--- config.mk ---
export PLATFORM = sky130hd
export DESIGN_NAME = rrt_reuse_buffer
export DESIGN_NICKNAME = d
export VERILOG_FILES = /design/src/rtl/rrt_pkg.sv /design/src/rtl/rrt_pc_table.sv /design/src/rtl/rrt_calc_table.sv /design/src/rtl/rrt_mem_table.sv /design/src/rtl/rrt_reuse_buffer.sv
export SDC_FILE = /design/constraint.sdc
export NUM_CORES = 2
export LEC_CHECK = 0
export BUFFER_PORTS_ARGS = -buffer_cell sky130_fd_sc_hd__buf_4
export CAP_MARGIN = 25
export CORE_UTILIZATION = 39
export DETAILED_ROUTE_END_ITERATION = 10
export PLACE_DENSITY = 0.64
export SYNTH_ARGS = -nofsm -noshare
export SYNTH_HDL_FRONTEND = slang
export SYNTH_SLANG_ARGS = --single-unit
--- constraint.sdc ---
create_clock -name clk -period 4.6 [get_ports clk]
set_clock_uncertainty 0.05 [all_clocks]
set_input_delay 0.92 -clock clk [delete_from_list [all_inputs] [get_ports clk]]
set_output_delay 0.92 -clock clk [all_outputs]
set_load 0.01 [all_outputs]
--- src/rtl/rrt_pkg.sv ---
package rrt_pkg;
    typedef enum logic [2:0] {
        ST_IDLE,
        ST_PTR,
        ST_ENTRY,
        ST_TEST,
        ST_MEM,
        ST_DONE
    } lk_state_t;
endpackage

--- src/rtl/rrt_pc_table.sv ---
module rrt_pc_table #(
    parameter int PC_W  = 16,
    parameter int PI_W  = 4,
    parameter int CI_W  = 3,
    parameter int GEN_W = 3
) (
    input  logic             clk,
    input  logic             rst_n,
    input  logic             wr_en,
    input  logic [PC_W-1:0]  wr_pc,
    input  logic [CI_W-1:0]  wr_idx,
    input  logic [GEN_W-1:0] wr_gen,
    input  logic [PC_W-1:0]  rd_pc,
    output logic             rd_hit,
    output logic [CI_W-1:0]  rd_idx,
    output logic [GEN_W-1:0] rd_gen
);
    localparam int SLOTS = 1 << PI_W;
    localparam int TAG_W = PC_W - PI_W;

    logic [SLOTS-1:0] vld;
    logic [TAG_W-1:0] tag_q [SLOTS];
    logic [CI_W-1:0]  idx_q [SLOTS];
    logic [GEN_W-1:0] gen_q [SLOTS];

    logic [PI_W-1:0] w_slot, r_slot;
    assign w_slot = wr_pc[PI_W-1:0];
    assign r_slot = rd_pc[PI_W-1:0];

    always_ff @(posedge clk) begin
        if (!rst_n) begin
            vld <= '0;
            for (int i = 0; i < SLOTS; i++) begin
                tag_q[i] <= '0;
                idx_q[i] <= '0;
                gen_q[i] <= '0;
            end
        end else if (wr_en) begin
            vld[w_slot]   <= 1'b1;
            tag_q[w_slot] <= wr_pc[PC_W-1:PI_W];
            idx_q[w_slot] <= wr_idx;
            gen_q[w_slot] <= wr_gen;
        end
    end

    assign rd_hit = vld[r_slot] && (tag_q[r_slot] == rd_pc[PC_W-1:PI_W]);
    assign rd_idx = idx_q[r_slot];
    assign rd_gen = gen_q[r_slot];
endmodule

--- src/rtl/rrt_calc_table.sv ---
module rrt_calc_table #(
    parameter int N     = 8,
    parameter int OP_W  = 4,
    parameter int D_W   = 16,
    parameter int GEN_W = 3,
    parameter int I_W   = $clog2(N)
) (
    input  logic             clk,
    input  logic             rst_n,
    input  logic             up_valid,
    input  logic [OP_W-1:0]  up_op,
    input  logic [D_W-1:0]   up_a,
    input  logic [D_W-1:0]   up_b,
    input  logic [D_W-1:0]   up_res,
    output logic [I_W-1:0]   up_idx,
    output logic [GEN_W-1:0] up_gen,
    input  logic [I_W-1:0]   rd_idx,
    output logic             rd_valid,
    output logic [OP_W-1:0]  rd_op,
    output logic [D_W-1:0]   rd_a,
    output logic [D_W-1:0]   rd_b,
    output logic [D_W-1:0]   rd_res,
    output logic [GEN_W-1:0] rd_gen
);
    logic [N-1:0]     vld;
    logic [OP_W-1:0]  op_q  [N];
    logic [D_W-1:0]   a_q   [N];
    logic [D_W-1:0]   b_q   [N];
    logic [D_W-1:0]   res_q [N];
    logic [GEN_W-1:0] gen_q [N];
    logic [I_W-1:0]   rr;

    logic [N-1:0] hit_vec, free_vec;
    logic [I_W-1:0] hit_idx, free_idx, alloc_idx;
    logic any_hit, any_free;

    for (genvar g = 0; g < N; g++) begin : g_cmp
        assign hit_vec[g]  = vld[g] && (op_q[g] == up_op) &&
                             (a_q[g] == up_a) && (b_q[g] == up_b);
        assign free_vec[g] = !vld[g];
    end

    always_comb begin
        hit_idx  = '0;
        free_idx = '0;
        for (int i = N - 1; i >= 0; i--) begin
            if (hit_vec[i])  hit_idx  = I_W'(i);
            if (free_vec[i]) free_idx = I_W'(i);
        end
    end

    assign any_hit   = |hit_vec;
    assign any_free  = |free_vec;
    assign alloc_idx = any_free ? free_idx : rr;
    assign up_idx    = any_hit ? hit_idx : alloc_idx;
    assign up_gen    = any_hit ? gen_q[hit_idx] : gen_q[alloc_idx] + 1'b1;

    always_ff @(posedge clk) begin
        if (!rst_n) begin
            vld <= '0;
            rr  <= '0;
            for (int i = 0; i < N; i++) begin
                op_q[i]  <= '0;
                a_q[i]   <= '0;
                b_q[i]   <= '0;
                res_q[i] <= '0;
                gen_q[i] <= '0;
            end
        end else if (up_valid && !any_hit) begin
            vld[alloc_idx]   <= 1'b1;
            op_q[alloc_idx]  <= up_op;
            a_q[alloc_idx]   <= up_a;
            b_q[alloc_idx]   <= up_b;
            res_q[alloc_idx] <= up_res;
            gen_q[alloc_idx] <= gen_q[alloc_idx] + 1'b1;
            if (!any_free) begin
                rr <= (rr == I_W'(N - 1)) ? '0 : rr + 1'b1;
            end
        end
    end

    assign rd_valid = vld[rd_idx];
    assign rd_op    = op_q[rd_idx];
    assign rd_a     = a_q[rd_idx];
    assign rd_b     = b_q[rd_idx];
    assign rd_res   = res_q[rd_idx];
    assign rd_gen   = gen_q[rd_idx];

    assert_unique_entry_R3: assert property (@(posedge clk) disable iff (!rst_n)
        $onehot0(hit_vec));

    assert_victim_advance_R7: assert property (@(posedge clk) disable iff (!rst_n)
        (up_valid && !any_hit && !any_free) |=>
        (rr == (($past(rr) == I_W'(N - 1)) ? '0 : $past(rr) + 1'b1)));
endmodule

--- src/rtl/rrt_mem_table.sv ---
module rrt_mem_table #(
    parameter int N   = 8,
    parameter int D_W = 16
) (
    input  logic           clk,
    input  logic           rst_n,
    input  logic           wr_en,
    input  logic [D_W-1:0] wr_addr,
    input  logic [D_W-1:0] wr_data,
    input  logic           st_valid,
    input  logic [D_W-1:0] st_addr,
    input  logic [D_W-1:0] rd_addr,
    output logic           rd_hit,
    output logic [D_W-1:0] rd_data
);
    localparam int MI_W = $clog2(N);

    logic [N-1:0]   vld;
    logic [D_W-1:0] addr_q [N];
    logic [D_W-1:0] data_q [N];

    logic [MI_W-1:0] w_slot, s_slot, r_slot;
    assign w_slot = wr_addr[MI_W-1:0];
    assign s_slot = st_addr[MI_W-1:0];
    assign r_slot = rd_addr[MI_W-1:0];

    logic s_match;
    assign s_match = st_valid &&
        ((vld[s_slot] && addr_q[s_slot] == st_addr) || (wr_en && wr_addr == st_addr));

    always_ff @(posedge clk) begin
        if (!rst_n) begin
            vld <= '0;
            for (int i = 0; i < N; i++) begin
                addr_q[i] <= '0;
                data_q[i] <= '0;
            end
        end else begin
            if (wr_en) begin
                vld[w_slot]    <= 1'b1;
                addr_q[w_slot] <= wr_addr;
                data_q[w_slot] <= wr_data;
            end
            if (s_match) begin
                vld[s_slot] <= 1'b0;
            end
        end
    end

    assign rd_hit  = vld[r_slot] && (addr_q[r_slot] == rd_addr);
    assign rd_data = data_q[r_slot];

    logic           chk_q;
    logic [D_W-1:0] chk_addr_q;
    always_ff @(posedge clk) begin
        if (!rst_n) begin
            chk_q      <= 1'b0;
            chk_addr_q <= '0;
        end else begin
            chk_q      <= st_valid;
            chk_addr_q <= st_addr;
        end
    end

    assert_store_clears_R6: assert property (@(posedge clk) disable iff (!rst_n)
        chk_q |-> !(vld[chk_addr_q[MI_W-1:0]] && addr_q[chk_addr_q[MI_W-1:0]] == chk_addr_q));
endmodule

--- src/rtl/rrt_reuse_buffer.sv ---
module rrt_reuse_buffer
    import rrt_pkg::*;
#(
    parameter int PC_W   = 16,
    parameter int PI_W   = 4,
    parameter int CALC_N = 8,
    parameter int MEM_N  = 8,
    parameter int OP_W   = 4,
    parameter int D_W    = 16,
    parameter int GEN_W  = 3,
    parameter int LD_OP  = 15
) (
    input  logic            clk,
    input  logic            rst_n,
    input  logic            lk_valid,
    output logic            lk_ready,
    input  logic [PC_W-1:0] lk_pc,
    input  logic [OP_W-1:0] lk_op,
    input  logic [D_W-1:0]  lk_a,
    input  logic [D_W-1:0]  lk_b,
    output logic            rsp_valid,
    output logic            rsp_hit,
    output logic [D_W-1:0]  rsp_result,
    input  logic            up_valid,
    input  logic [PC_W-1:0] up_pc,
    input  logic [OP_W-1:0] up_op,
    input  logic [D_W-1:0]  up_a,
    input  logic [D_W-1:0]  up_b,
    input  logic [D_W-1:0]  up_res,
    input  logic [D_W-1:0]  up_ld_data,
    input  logic            st_valid,
    input  logic [D_W-1:0]  st_addr
);
    localparam int CI_W = $clog2(CALC_N);
    localparam logic [OP_W-1:0] LOAD = OP_W'(LD_OP);

    lk_state_t state, nxt;

    logic [PC_W-1:0]  q_pc;
    logic [OP_W-1:0]  q_op;
    logic [D_W-1:0]   q_a, q_b;
    logic             p_hit;
    logic [CI_W-1:0]  p_idx;
    logic [GEN_W-1:0] p_gen;
    logic             e_ok;
    logic [OP_W-1:0]  e_op;
    logic [D_W-1:0]   e_a, e_b, e_res;
    logic [D_W-1:0]   m_addr;
    logic             hit_q;
    logic [D_W-1:0]   res_q;
    logic             pass;

    logic             pt_hit;
    logic [CI_W-1:0]  pt_idx;
    logic [GEN_W-1:0] pt_gen;
    logic [CI_W-1:0]  ct_up_idx;
    logic [GEN_W-1:0] ct_up_gen;
    logic             ct_valid;
    logic [OP_W-1:0]  ct_op;
    logic [D_W-1:0]   ct_a, ct_b, ct_res;
    logic [GEN_W-1:0] ct_gen;
    logic             mt_hit;
    logic [D_W-1:0]   mt_data;

    rrt_pc_table #(.PC_W(PC_W), .PI_W(PI_W), .CI_W(CI_W), .GEN_W(GEN_W)) u_pc (
        .clk(clk), .rst_n(rst_n),
        .wr_en(up_valid), .wr_pc(up_pc), .wr_idx(ct_up_idx), .wr_gen(ct_up_gen),
        .rd_pc(q_pc), .rd_hit(pt_hit), .rd_idx(pt_idx), .rd_gen(pt_gen)
    );

    rrt_calc_table #(.N(CALC_N), .OP_W(OP_W), .D_W(D_W), .GEN_W(GEN_W), .I_W(CI_W)) u_calc (
        .clk(clk), .rst_n(rst_n),
        .up_valid(up_valid), .up_op(up_op), .up_a(up_a), .up_b(up_b), .up_res(up_res),
        .up_idx(ct_up_idx), .up_gen(ct_up_gen),
        .rd_idx(p_idx), .rd_valid(ct_valid), .rd_op(ct_op), .rd_a(ct_a), .rd_b(ct_b),
        .rd_res(ct_res), .rd_gen(ct_gen)
    );

    rrt_mem_table #(.N(MEM_N), .D_W(D_W)) u_mem (
        .clk(clk), .rst_n(rst_n),
        .wr_en(up_valid && up_op == LOAD), .wr_addr(up_res), .wr_data(up_ld_data),
        .st_valid(st_valid), .st_addr(st_addr),
        .rd_addr(m_addr), .rd_hit(mt_hit), .rd_data(mt_data)
    );

    assign pass = e_ok && (e_op == q_op) && (e_a == q_a) && (e_b == q_b);

    always_ff @(posedge clk) begin
        if (!rst_n) state <= ST_IDLE;
        else        state <= nxt;
    end

    always_comb begin
        nxt = state;
        unique case (state)
            ST_IDLE:  if (lk_valid) nxt = ST_PTR;
            ST_PTR:   nxt = ST_ENTRY;
            ST_ENTRY: nxt = ST_TEST;
            ST_TEST:  nxt = (pass && q_op == LOAD) ? ST_MEM : ST_DONE;
            ST_MEM:   nxt = ST_DONE;
            ST_DONE:  nxt = ST_IDLE;
            default:  nxt = ST_IDLE;
        endcase
    end

    always_ff @(posedge clk) begin
        if (!rst_n) begin
            q_pc <= '0; q_op <= '0; q_a <= '0; q_b <= '0;
            p_hit <= 1'b0; p_idx <= '0; p_gen <= '0;
            e_ok <= 1'b0; e_op <= '0; e_a <= '0; e_b <= '0; e_res <= '0;
            m_addr <= '0; hit_q <= 1'b0; res_q <= '0;
        end else begin
            unique case (state)
                ST_IDLE: if (lk_valid) begin
                    q_pc <= lk_pc; q_op <= lk_op; q_a <= lk_a; q_b <= lk_b;
                end
                ST_PTR: begin
                    p_hit <= pt_hit; p_idx <= pt_idx; p_gen <= pt_gen;
                end
                ST_ENTRY: begin
                    e_ok  <= p_hit && ct_valid && (ct_gen == p_gen);
                    e_op  <= ct_op; e_a <= ct_a; e_b <= ct_b; e_res <= ct_res;
                end
                ST_TEST: begin
                    m_addr <= e_res;
                    hit_q  <= pass;
                    res_q  <= pass ? e_res : '0;
                end
                ST_MEM: begin
                    hit_q <= mt_hit;
                    res_q <= mt_hit ? mt_data : '0;
                end
                ST_DONE: ;
                default: ;
            endcase
        end
    end

    always_comb begin
        lk_ready   = (state == ST_IDLE);
        rsp_valid  = (state == ST_DONE);
        rsp_hit    = rsp_valid && hit_q;
        rsp_result = rsp_valid ? res_q : '0;
    end

    assert_rsp_pulse_R8: assert property (@(posedge clk) disable iff (!rst_n)
        rsp_valid |=> !rsp_valid);

    assert_accept_busy_R8: assert property (@(posedge clk) disable iff (!rst_n)
        (lk_valid && lk_ready) |=> (!lk_ready && !rsp_valid));

    assert_mem_only_load_R5: assert property (@(posedge clk) disable iff (!rst_n)
        (state == ST_MEM) |-> (q_op == LOAD));
endmodule

Word level (Yosys, flattened, before mapping)
Memory sizes are Yosys's and may differ from the RTL's. A register that Yosys moved wholly into a read port is not among the register bits. Index checks and enable logic that the tools add are counted.

Register bits after elaboration: 125. Output and inout port bits: 19. Logic and storage cells: 251. Input bits: 157. Memories kept: 10. Bits in writable memories: 984.

Eq/ne operators: 41. Multiplexer cells: 93. Bitwise operators: 6. Order comparisons: 11. $add $sub $neg: 2. Reductions and logical operators: 74.

Memory list: u_pc.tag_q (depth 16, bits a word 12, rd ports 1, clocked after memory_dff 1, write ports 16, RTL line rrt_pc_table.sv:22) `logic [TAG_W-1:0] tag_q [SLOTS];`; u_calc.a_q (depth 8, bits a word 16, rd ports 9, clocked after memory_dff 1, write ports 8, RTL line rrt_calc_table.sv:27) `logic [D_W-1:0] a_q [N];`; u_calc.b_q (depth 8, bits a word 16, rd ports 9, clocked after memory_dff 1, write ports 8, RTL line rrt_calc_table.sv:28) `logic [D_W-1:0] b_q [N];`; u_calc.res_q (depth 8, bits a word 16, rd ports 1, clocked after memory_dff 1, write ports 8, RTL line rrt_calc_table.sv:29) `logic [D_W-1:0] res_q [N];`; u_mem.addr_q (depth 8, bits a word 16, rd ports 2, clocked after memory_dff 1, write ports 8, RTL line rrt_mem_table.sv:19) `logic [D_W-1:0] addr_q [N];`; u_mem.data_q (depth 8, bits a word 16, rd ports 1, clocked after memory_dff 1, write ports 8, RTL line rrt_mem_table.sv:20) `logic [D_W-1:0] data_q [N];`; 4 more memories.

Operator list (number): $eq 16x16->1 (21); $mux 16 (8); $mux 3 (35); $reduce_or 16->1 (5); $logic_and 1x1->1 (42); $eq 4x4->1 (9); $pmux 16 s2 (1); $mux 1 (29); $mux 4 (6); $mux 8 (3); $lt 3x4->1 const B (5); $or 16x16->16 (1); $or 8x8->8 (2); $reduce_or 8->1 (2); $logic_not 1->1 (15); $pmux 3 s5 (1); $eq 12x12->1 (1); $mux 12 (1); $reduce_or 12->1 (1); $lt 4x5->1 const B (2); $bmux 1 s3 (3); $demux 1 s3 (3); $eq 3x3->1 const B (3); $ge 3x1->1 const B (3); 19 further kinds (25).

Longest topological paths before layout
An unclocked memory read counts as a cell.

Depth in word-level cells: 15. Gate-level depth with buffers: 15. Depth with buffers taken out: 11.

By module
From an unflattened synthesis, not the netlist that was laid out.

Cells, all modules: 4360. Area, all modules: 58452.3 um^2.

Modules (own cells, without submodules): rrt_calc_table (area each 25097.8 um^2, times used 1, cells each 1869, sequential area each 13432.9 um^2); rrt_pc_table (area each 13827.0 um^2, times used 1, cells each 862, sequential area each 8968.6 um^2); rrt_mem_table (area each 13165.1 um^2, times used 1, cells each 876, sequential area each 7847.5 um^2); rrt_reuse_buffer (area each 6362.4 um^2, times used 1, cells each 753, sequential area each 2962.8 um^2).

Worst setup path after synthesis
OpenSTA, ideal clock, no wires.

Path kind: input-to-reg. From: in up_a[6]. To: mem u_calc.a_q[2][0], enable pin. Stages on the path: 11. Slack: -208 ps. Path buffers: 3. Setup time: 629 ps. Data required time: 3921 ps. Arrival time: 4129 ps. Path through: buf_2 > buf_2 > xnor2_1 > or4b_2 > nor4_1 > a31o_2 > nor2_1 > nand3b_1 > or2_2 > clkbuf_1 > nand2_1.

RTL lines: start: declaration (RTL line rrt_reuse_buffer.sv:27) `input logic [D_W-1:0] up_a,`; end: declaration (RTL line rrt_calc_table.sv:27).

==> summary.md <==
| Metric | Value |
|---|---|
| WP data arrival | ~4.6 ns |
| Final WS setup | a little over 0.5 ns |
| Core ar. | ~150000 µm² |
| Gate Count Post-Synth | 4395 |
| H-tree Lvls | 4 |
| Die area | 150000 µm² |
| All-Layer GR Usage | between 20% and 30% |
| Cts bufs inserted | 133 |
| Min Hold Slack | between 0.2 and 0.3 ns |
| Max IR drop VDD | 0.319 mV |
| DRT Wirelength | ~190000 µm |
| Worst R2R Setup Slack | about 0.51 ns |
| Number of global-route vias before repair | around 37000 |
| Post-synth EDFFs | a little under 1000 |
| I/O pin count | roughly 180 |
| Yosys cell types | 82 |
| Worst Path Required | between 5 and 6 ns |
| Synth async-reset ratio | 0% |
| DPL Wire Length | around 130000 µm |
| DRC viols | 0 |
| Post-synth top cells | 984 x edfxtp_1, 541 x and2_1, 337 x nand2_1 |
| Initial core utilization | roughly two fifths |
| Die Ht | 387 µm |
| Vias after detailed routing | just under 40000 |
| Hold buffer count at CTS | 0 |
| Fin. Hold Viols | 0 |
| TritonCTS clock tree | yes |
| Yosys warnings | 0 |
| DR vias/cell | 5.88 |
| CP Capture Type | flip-flop |
| Final Max Slew Viols | 0 |
| Max-capacitance violation count | 0 |
| Synth top area cells | edfxtp_1 51%, mux4_2 11%, dfxtp_1 6.6% |
| Nets | 4682 |
| Outcome | finished, final reports clean |
| Fmax | about 240 MHz |
| CTS resizes | 0 |
| Yosys top cell by area | edfxtp_1 |
| Drt wl/cell | around 29 µm |
| Seq/Total Area, Yosys | a little under three fifths |
| PortBufs | roughly 180 |
| Slew headroom | approximately 21% |
| Largest net degree at the start of global routing | roughly 220 |
| DRT Pass-1 Iters | 6 |
| Clock root cell | clkbuf_16 |
| Share of cells above drive strength 1 | between 20% and 30% |
| Setup slack after placement | -0.0776 ns |
| Top FF cell, synth | edfxtp_1 |
| Synth top area share | around half |
| PD cells | roughly 400 nW/µm² |
| Crit path max fanout | 33 |
| First DRT Iteration DRCs | 4776 |
| Setup repair bufs after CTS | 0 |
| Total power | around 26 mW |
| Synth-to-layout area growth | 15.3% |
| Mapped Area | 57900 µm² |
| GRT overflow | 0 |
| Clk slew on worst S/H paths | 0.06 ns |
| Final Cell Area | ~67000 µm² |
| Mapped Avg Cell Area | around 13 µm² |
| First-pass GRT wire length | 270000 µm |
| Die width | around 390 µm |
| Count leader, synth | edfxtp_1 |
| Max Root-Sink Buffers | 3 |
| Seq cells post-synth | 1174 |
| Startpoint types | flip-flop |
| Worst skew pair latency | about 0.8 ns |
| Fillers | 13100 |
| Fin crit share | a little under 90% |
| # rows | 141 |
| Routed Antenna Nets | 0 |
| Placed instance area | a little over 60000 µm² |
| Clk sinks | roughly 1200 |
| Fin crit period | 4.09 ns |
| Leakage | approximately 25 nW |
| Setup repair after global routing missed its margin | false |
| Gpl congestion | 1.08 |
| Antenna violations before repair | 15 |
| Worst hold path type | in -> reg |
| Final setup viols | 0 |
| Slew of the pin with the lowest slew margin | 1.16 ns |
| WS Path Type | reg -> reg |
sequential cells by signal, summed over array words and instances, names as in the netlist, 24 cells and up, named ones only:
register      flops
u_mem.data_q    128
u_calc.a_q      128
u_pc.idx_q       48
u_pc.gen_q       48
u_calc.b_q      128
u_mem.addr_q    128
u_calc.gen_q     24
u_calc.res_q    128
u_calc.op_q      32
u_pc.tag_q      192
critical path, stage by stage, from the launching register on:
cell and delay (ns):
edfxtp_1 0.42, xor2_1 0.26, nor4_1 0.82, nand4_1 0.26
or4_1 0.70, nand4_1 0.28, nor2_1 0.12, nand3b_1 0.18
buf_4 0.20, nor3_2 0.09, buf_12 0.25, and2_1 0.19
per-stage QoR:
stage	util (%)	std cells	TNS, ns
detailed placement	42.2	6316	-3.00
finish	45.2	6563	0
global placement	42.2	6315	-83.78
global route	45.2	6560	0
floorplan	-	4406	-10.61
CTS	45.2	6558	0
placed cells by master (no fill, tap or decap), drive strengths merged, types with 33 or more instances in the layout:
| cell | Yosys | final |
|---|---|---|
| edfxtp | 984 | 984 |
| and2 | 541 | 541 |
| buf | 111 | 363 |
| nand2 | 337 | 337 |
| and3 | 294 | 294 |
| mux4 | 283 | 283 |
| xor2 | 240 | 240 |
| dfxtp | 190 | 190 |
| nor2 | 179 | 179 |
| clkbuf | 271 | 176 |
| xnor2 | 136 | 136 |
| mux2i | 104 | 104 |
| nor4 | 93 | 93 |
| nor3 | 85 | 85 |
| a21boi | 79 | 79 |
| nand4 | 72 | 72 |
| o21ai | 60 | 60 |
| clkinv | 4 | 58 |
| o211a | 55 | 55 |
| nand3 | 33 | 33 |
report_power, final:
| group | total, mW | internal [mW] | switching [mW] |
|---|---|---|---|
| Sequential | 12.6 | 12.1 | 0.454 |
| Clock | 10.6 | 6.01 | 4.62 |
| Combinational | 3.23 | 1.24 | 1.99 |
| Total | 26.4 | 19.3 | 7.06 |
path summary, 6_finish.rpt:
check | start | to | depth (start not counted)
worst min-delay path | st_valid | u_mem.vld[7] | 2
worst max-delay path | u_calc.a_q[6][15] | u_calc.a_q[4][14] | 11
worst max register to register | u_calc.a_q[6][15] | u_calc.a_q[4][14] | 11
worst min register to register | u_pc.vld[2] | u_pc.vld[2] | 2
layout make-up:
| class | count | area [µm²] | share of cell area, % |
|---|---|---|---|
| antenna | 4 | 10.0 | 0.0150 |
| clock buffer | 176 | 3670 | 5.50 |
| clock inverter | 66 | 742 | 1.11 |
| inverter | 27 | 101 | 0.152 |
| multi-input combinational | 2823 | 23200 | 34.8 |
| sequential | 1174 | 33400 | 50.0 |
| tap | 1930 | 2410 | 3.62 |
| timing repair buffer | 363 | 3240 | 4.85 |
logic make-up (layout without fill, tap and decap cells):
kind of cell	count (synthesis)	in the layout	synth area share, %
AO/OA/AOI/OAI	304	304	4.01
XOR/XNOR	376	376	5.68
adder cells (fa/ha/maj)	3	3	0.0648
buffers and inverters	409	632	2.89
flip-flops	1174	1174	57.6
multiplexers	412	412	13.3
other	1	16	0.00647
AND/OR/NAND/NOR	1716	1716	16.5
per-layer routing:
metal  up-vias  GRT usage (%)  wire (µm)
met3       307           4.65      17700
met2      1971           38.4      86500
met4        10           7.63       5590
li1      16500              -          -
met5         -              0         63
met1     19800           35.3      79400
(Power assumes the default switching activity.)
